[src/rtl/adc_rd_pkg.sv]
package adc_rd_pkg;
  typedef enum logic [1:0] {
    ST_IDLE  = 2'd0,
    ST_CONV  = 2'd1,
    ST_SHIFT = 2'd2,
    ST_HOLD  = 2'd3
  } rd_state_e;
endpackage

[src/rtl/adc_rd_sclk_gen.sv]
module adc_rd_sclk_gen #(
  parameter int CLK_DIV = 2,
  parameter int NBITS   = 16
) (
  input  logic clk_i,
  input  logic rst_ni,
  input  logic run_i,
  output logic sck_o,
  output logic rise_o,
  output logic last_rise_o,
  output logic last_fall_o
);
  localparam int DW = (CLK_DIV > 1) ? $clog2(CLK_DIV) : 1;
  localparam int BW = $clog2(NBITS + 1);

  logic [DW-1:0] div_q;
  logic [BW-1:0] bit_q;
  logic          sck_q;
  logic          tick;

  assign tick        = run_i && (div_q == DW'(CLK_DIV - 1));
  assign rise_o      = tick && !sck_q;
  assign last_rise_o = rise_o && (bit_q == BW'(NBITS - 1));
  assign last_fall_o = tick && sck_q && (bit_q == BW'(NBITS - 1));
  assign sck_o       = sck_q;

  always_ff @(posedge clk_i or negedge rst_ni) begin
    if (!rst_ni) begin
      div_q <= '0;
      bit_q <= '0;
      sck_q <= 1'b0;
    end else if (!run_i) begin
      div_q <= '0;
      bit_q <= '0;
      sck_q <= 1'b0;
    end else if (tick) begin
      div_q <= '0;
      sck_q <= !sck_q;
      if (sck_q) bit_q <= bit_q + 1'b1;
    end else begin
      div_q <= div_q + 1'b1;
    end
  end


  bit_range_chk: assert property (@(posedge clk_i) disable iff (!rst_ni)
    bit_q <= BW'(NBITS));
endmodule

[src/rtl/adc_rd_shifter.sv]
module adc_rd_shifter #(
  parameter int DATA_W = 16
) (
  input  logic              clk_i,
  input  logic              rst_ni,
  input  logic              shift_i,
  input  logic              last_i,
  input  logic              sdo_i,
  output logic [DATA_W-1:0] data_o,
  output logic              valid_o
);
  logic [DATA_W-1:0] shreg_q;
  logic [DATA_W-1:0] data_q;
  logic              valid_q;

  always_ff @(posedge clk_i or negedge rst_ni) begin
    if (!rst_ni) begin
      shreg_q <= '0;
      data_q  <= '0;
      valid_q <= 1'b0;
    end else begin
      valid_q <= 1'b0;
      if (shift_i) shreg_q <= {shreg_q[DATA_W-2:0], sdo_i};
      if (last_i) begin
        data_q  <= {shreg_q[DATA_W-2:0], sdo_i};
        valid_q <= 1'b1;
      end
    end
  end

  assign data_o  = data_q;
  assign valid_o = valid_q;


  valid_pulse_chk: assert property (@(posedge clk_i) disable iff (!rst_ni)
    valid_q |=> !valid_q);

  data_hold_chk: assert property (@(posedge clk_i) disable iff (!rst_ni)
    !valid_q |-> $stable(data_q));
endmodule

[src/rtl/adc_rd_seq.sv]
module adc_rd_seq
  import adc_rd_pkg::*;
#(
  parameter int CONV_CYC   = 20,
  parameter int SAMPLE_MIN = 80
) (
  input  logic clk_i,
  input  logic rst_ni,
  input  logic start_i,
  input  logic sleep_i,
  input  logic auto_i,
  input  logic bits_done_i,
  output logic conv_o,
  output logic shift_run_o,
  output logic busy_o
);
  localparam int CW = $clog2(CONV_CYC + 1);
  localparam int WW = $clog2(SAMPLE_MIN + 1);

  rd_state_e     state_q;
  logic          conv_q;
  logic          park_q;
  logic [CW-1:0] conv_cnt_q;
  logic [WW-1:0] win_cnt_q;

  always_ff @(posedge clk_i or negedge rst_ni) begin
    if (!rst_ni) begin
      state_q    <= ST_IDLE;
      conv_q     <= 1'b0;
      park_q     <= 1'b0;
      conv_cnt_q <= '0;
      win_cnt_q  <= '0;
    end else begin
      if (win_cnt_q != '0) win_cnt_q <= win_cnt_q - 1'b1;
      unique case (state_q)
        ST_IDLE: begin
          if (start_i) begin
            if (conv_q) begin
              // parked: conversion already done, read at once
              conv_q    <= 1'b0;
              win_cnt_q <= WW'(SAMPLE_MIN - 1);
              state_q   <= ST_SHIFT;
            end else begin
              conv_q     <= 1'b1;
              park_q     <= 1'b0;
              conv_cnt_q <= CW'(CONV_CYC - 1);
              state_q    <= ST_CONV;
            end
          end
        end
        ST_CONV: begin
          if (conv_cnt_q == '0) begin
            if (park_q) begin
              state_q <= ST_IDLE;
            end else begin
              conv_q    <= 1'b0;
              win_cnt_q <= WW'(SAMPLE_MIN - 1);
              state_q   <= ST_SHIFT;
            end
          end else begin
            conv_cnt_q <= conv_cnt_q - 1'b1;
          end
        end
        ST_SHIFT: begin
          if (bits_done_i) state_q <= ST_HOLD;
        end
        ST_HOLD: begin
          if (win_cnt_q == '0) begin
            if (auto_i || sleep_i) begin
              conv_q     <= 1'b1;
              park_q     <= !auto_i;
              conv_cnt_q <= CW'(CONV_CYC - 1);
              state_q    <= ST_CONV;
            end else begin
              state_q <= ST_IDLE;
            end
          end
        end
        default: state_q <= ST_IDLE;
      endcase
    end
  end

  assign conv_o      = conv_q;
  assign shift_run_o = (state_q == ST_SHIFT);
  assign busy_o      = (state_q != ST_IDLE);

  // level-duration monitors for the strobe timing checks
  logic [CW-1:0] hi_run_q;
  logic [WW-1:0] lo_run_q;
  always_ff @(posedge clk_i or negedge rst_ni) begin
    if (!rst_ni) begin
      hi_run_q <= '0;
      lo_run_q <= WW'(SAMPLE_MIN);
    end else begin
      if (!conv_q) hi_run_q <= '0;
      else if (hi_run_q != CW'(CONV_CYC)) hi_run_q <= hi_run_q + 1'b1;
      if (conv_q) lo_run_q <= '0;
      else if (lo_run_q != WW'(SAMPLE_MIN)) lo_run_q <= lo_run_q + 1'b1;
    end
  end


  conv_hold_chk: assert property (@(posedge clk_i) disable iff (!rst_ni)
    $fell(conv_q) |-> hi_run_q == CW'(CONV_CYC));

  sample_win_chk: assert property (@(posedge clk_i) disable iff (!rst_ni)
    $rose(conv_q) |-> lo_run_q == WW'(SAMPLE_MIN));

  start_accept_chk: assert property (@(posedge clk_i) disable iff (!rst_ni)
    start_i && !busy_o |=> busy_o);
endmodule

[src/rtl/adc_read_ctrl.sv]
module adc_read_ctrl #(
  parameter int DATA_W     = 16,
  parameter int CLK_DIV    = 2,
  parameter int CONV_CYC   = 20,
  parameter int SAMPLE_MIN = 80
) (
  input  logic              clk_i,
  input  logic              rst_ni,
  input  logic              start_i,
  input  logic              sleep_mode_i,
  input  logic              auto_mode_i,
  input  logic              sdo_i,
  output logic              conv_o,
  output logic              sck_o,
  output logic              busy_o,
  output logic [DATA_W-1:0] data_o,
  output logic              valid_o
);
  localparam int RW = $clog2(DATA_W + 1) + 1;

  logic shift_run;
  logic bit_rise;
  logic last_rise;
  logic last_fall;

  adc_rd_seq #(
    .CONV_CYC  (CONV_CYC),
    .SAMPLE_MIN(SAMPLE_MIN)
  ) u_seq (
    .clk_i      (clk_i),
    .rst_ni     (rst_ni),
    .start_i    (start_i),
    .sleep_i    (sleep_mode_i),
    .auto_i     (auto_mode_i),
    .bits_done_i(last_fall),
    .conv_o     (conv_o),
    .shift_run_o(shift_run),
    .busy_o     (busy_o)
  );

  adc_rd_sclk_gen #(
    .CLK_DIV(CLK_DIV),
    .NBITS  (DATA_W)
  ) u_sclk (
    .clk_i      (clk_i),
    .rst_ni     (rst_ni),
    .run_i      (shift_run),
    .sck_o      (sck_o),
    .rise_o     (bit_rise),
    .last_rise_o(last_rise),
    .last_fall_o(last_fall)
  );

  adc_rd_shifter #(
    .DATA_W(DATA_W)
  ) u_shift (
    .clk_i  (clk_i),
    .rst_ni (rst_ni),
    .shift_i(bit_rise),
    .last_i (last_rise),
    .sdo_i  (sdo_i),
    .data_o (data_o),
    .valid_o(valid_o)
  );

  // shift-clock rise count within the current strobe-low window
  logic          sck_d_q;
  logic [RW-1:0] rise_cnt_q;
  always_ff @(posedge clk_i or negedge rst_ni) begin
    if (!rst_ni) begin
      sck_d_q    <= 1'b0;
      rise_cnt_q <= '0;
    end else begin
      sck_d_q <= sck_o;
      if (conv_o) rise_cnt_q <= '0;
      else if (sck_o && !sck_d_q) rise_cnt_q <= rise_cnt_q + 1'b1;
    end
  end


  sck_quiet_chk: assert property (@(posedge clk_i) disable iff (!rst_ni)
    (conv_o || !busy_o) |-> !sck_o);

  rise_bound_chk: assert property (@(posedge clk_i) disable iff (!rst_ni)
    rise_cnt_q <= RW'(DATA_W));

  bit_count_chk: assert property (@(posedge clk_i) disable iff (!rst_ni)
    valid_o |-> $rose(sck_o) && rise_cnt_q == RW'(DATA_W - 1));
endmodule

[config.mk]
export PLATFORM = sky130hd
export DESIGN_NAME = adc_read_ctrl
export DESIGN_NICKNAME = d
export VERILOG_FILES = /design/src/rtl/adc_rd_pkg.sv /design/src/rtl/adc_rd_sclk_gen.sv /design/src/rtl/adc_rd_shifter.sv /design/src/rtl/adc_rd_seq.sv /design/src/rtl/adc_read_ctrl.sv
export SDC_FILE = /design/constraint.sdc
export NUM_CORES = 1
export LEC_CHECK = 0
export ABC_AREA = 1
export BUFFER_PORTS_ARGS = -buffer_cell sky130_fd_sc_hd__buf_2
export CAP_MARGIN = 10
export CORE_MARGIN = 5
export CORE_UTILIZATION = 30
export CTS_CLUSTER_SIZE = 24
export DETAILED_ROUTE_END_ITERATION = 16
export PLACE_DENSITY = 0.46
export SYNTH_ARGS = -nofsm -noshare
export SYNTH_HDL_FRONTEND = slang
export SYNTH_SLANG_ARGS = --single-unit
[constraint.sdc]
create_clock -name clk_i -period 4.61 [get_ports clk_i]
set_clock_uncertainty 0.1 [all_clocks]
set_input_delay 0.461 -clock clk_i [delete_from_list [all_inputs] [get_ports clk_i]]
set_output_delay 0.461 -clock clk_i [all_outputs]
set_load 0.005 [all_outputs]
==> summary.txt <==
Run status
  • Outcome: finished clean

Route
  • Routed WL: around 4800 um
  • Initial DRC Count: around 90
  • TritonRoute pass-1 iters: 4
  • Final antenna-violating net count: 0
  • DR WL/cell: between 10 and 15 um
  • Number of remaining DRC errors: 0
  • Via-to-Cell Ratio: 4.34
  • Detailed-route via count: 1870

Yosys
  • Commonest cells in the netlist: nand2_1 (85), dfrtp_1 (55), inv_1 (37), o21ai_2 (20), nor2_1 (19)
  • Seq/Total Area, Yosys: 51.5%
  • Synthesized Nets: around 310
  • Yosys warning total: 0
  • Post-synth top flop: dfrtp_1
  • FF+latch count, synth: 55
  • Most frequent cell after synthesis: nand2_1
  • Yosys cell types: 28
  • Area leader, netlist: dfrtp_1
  • Yosys top cell area share: about half
  • Post-synth EDFFs: 0
  • Ys async rst share: 100%
  • Synthesized cell area: 0.00267 mm^2
  • Avg Cell Area, Syn: approximately 9 um^2
  • Top cells by area, synth: dfrtp_1 (52%), nand2_1 (12%), o21ai_2 (6.6%)
  • Gate Count Post-Synth: slightly below 300

Critical path
  • Setup crit start kind: flop
  • Crit path arrival time: about 2 ns
  • Worst r2r src: u_sclk.bit_q[0]$_DFFE_PN0P_
  • Setup crit start: u_sclk.bit_q[0]$_DFFE_PN0P_
  • Critical Path Sink Type: flop
  • Critical path class: flop to flop
  • CP Data Required Time: around 4.7 ns
  • Worst reg-to-reg path cell count: 7
  • Critical path peak fanout: 32
  • Critical R2R Capture: u_shift.data_o[2]$_DFFE_PN0P_
  • Reg-to-reg setup timing slack: 2.70 ns

Clock tree
  • Clk_lat worst skew: between 0.3 and 0.4 ns
  • Clk slew on worst S/H paths: roughly 0.10 ns
  • CTS Buf Count: 5
  • Post-CTS Setup Inserts: 0
  • Clk sink count: 55
  • CTS H-tree lvls: 2
  • Clock root buffer: clkbuf_8
  • Post-CTS Hold Fix Bufs: 0
  • Cts repair resizes: 0
  • TritonCTS clock tree: built
  • Clock buffer depth: 2

Floorplanning
  • Core box area: slightly below 0.009 mm^2
  • IO Count: 26
  • Die Span X: about 100 um
  • Die Y-Extent: ~100 um
  • Die outline area: 0.0109 mm^2
  • Initial core utilization: between 30% and 40%
  • # rows: 34

Timing
  • Setup WS post-layout: 2.70 ns
  • Rel. slew slack: a little over half
  • TNS Setup: 0 ns
  • Crit share post-route: 41.5%
  • RSZ-0062 raised after global routing: false
  • Slew Viols, Final: 0
  • Final Hold Fails: 0
  • F_max: about 520 MHz
  • Setup violations, final: 0
  • Min Tclk post-route: around 1.9 ns
  • Least-Margin Pin Slew: ~0.71 ns

Finish
  • Area Overhead vs Synth: 11.1%
  • Net count, final: 334
  • Design Area, Final: around 0.003 mm^2
  • Final Core Density: about 34%
  • Share of layout cells above drive strength 1: 22.6%
  • Diode count: 0

Place
  • Routability cong.: around 0.72
  • DP Area: roughly 0.0029 mm^2
  • IO buf count: 25
  • Setup WS pre-CTS: ~2.6 ns
  • Dpl hpwl: 3330 um

Global routing
  • First-pass GRT wire length: approximately 8700 um
  • Pin count of the biggest net entering global routing: 56
  • Vias in the first global route: between 1500 and 2000
  • Grt total ovfl: 0
  • Antenna violations before repair: 0
  • Total GRT Usage: under 10%

Power and ir drop
  • VDD IR max: between 200 and 250 uV
  • Pwr dens: around 500 mW/mm^2
  • P_leak: approximately 1.5 nW

Run
  • Max-cap violations: 0

Worst hold path
  • Hold Path Class: input port to async pin
==> cell families (layout without fill, tap and decap cells) <==
family / Yosys count / in the layout / share of synthesized area, %
AOI/OAI and AO/OA: 42 / 42 / 11.5
buffers and inverters: 46 / 74 / 8.24
xor gates and xnor gates: 7 / 7 / 2.30
adders and majority gates: 6 / 6 / 2.81
and+or+nand+nor: 139 / 139 / 23.7
DFF: 55 / 55 / 51.5
==> layer usage <==
metal	track usage [%]	vias to the layer above	share of wire, %
li1	-	983	-
met1	13.5	857	51
met2	13.9	23	44
met3	2.42	7	3.1
met4	3.61	0	1.9
met5	0	-	0
==> cells in the final DEF (no fill, tap or decap), drive strengths merged, types with 2 or more instances in the layout <==
| master | n |
|---|---|
| a21oi | 2 |
| buf | 26 |
| clkbuf | 5 |
| dfrtp | 55 |
| ha | 6 |
| inv | 42 |
| nand2 | 93 |
| nand3 | 20 |
| nand4 | 3 |
| nor2 | 22 |
| o21ai | 35 |
| o22ai | 2 |
| xnor2 | 3 |
| xor2 | 4 |
==> state kept, by name, summed over array words and instances, names as in the netlist <==
| name | flops |
|---|---|
| u_shift.valid_o | 1 |
| u_seq.conv_cnt_q | 5 |
| u_shift.shreg_q | 15 |
| u_shift.data_o | 16 |
| u_seq.state_q | 2 |
| u_sclk.bit_q | 5 |
| u_seq.conv_o | 1 |
| u_seq.park_q | 1 |
| u_seq.win_cnt_q | 7 |
| u_sclk.sck_o | 1 |
| u_sclk.div_q | 1 |
==> power breakdown <==
group | internal (mW) | leakage (nW) | total (mW) | switching, mW
logic | 0.177 | 0.695 | 0.508 | 0.331
clock network | 0.113 | 0.0467 | 0.287 | 0.174
registers | 0.576 | 0.722 | 0.660 | 0.0846
total | 0.865 | 1.46 | 1.45 | 0.589
==> worst max path at each step <==
| stage | slack [ns] | depth (start not counted) | endpoint |
|---|---|---|---|
| CTS | 2.63 | 7 | u_shift.data_o[2]$_DFFE_PN0P_ |
| finish | 2.70 | 7 | u_shift.data_o[2]$_DFFE_PN0P_ |
| detailed placement | 2.64 | 7 | u_shift.data_o[6]$_DFFE_PN0P_ |
| global placement | 2.71 | 7 | u_shift.data_o[2]$_DFFE_PN0P_ |
| global route | 2.42 | 7 | u_shift.data_o[2]$_DFFE_PN0P_ |
| floorplan | 3.06 | 9 | u_seq.conv_cnt_q[2]$_DFFE_PN0P_ |
==> critical path, stage by stage (launching register included) <==
cell and delay (ns):
dfrtp_1 0.37, ha_1 0.19, nand2_1 0.07, nor2_1 0.09, ha_1 0.21, nand4_4 0.48
nand2_1 0.23, o21ai_2 0.06
==> metrics by stage <==
stage | instances | hold slack, ns | power [mW]
floorplan | 295 | 0.0654 | 1.07
global placement | 423 | 0.358 | 1.18
detailed placement | 423 | 0.362 | 1.19
CTS | 431 | 0.193 | 1.49
global route | 431 | 0.229 | 1.60
finish | 431 | 0.171 | 1.45
==> final cells by class <==
type	instances	area (um^2)
Tap cell	108	135
Timing Repair Buffer	26	133
Multi-Input combinational cell	194	1070
Clock inverter	3	27.5
Inverter	40	153
Clock buffer	5	68.8
Sequential cell	55	1380
Fill cell	900	5750
Note: power is estimated with default switching activity, not from simulation.
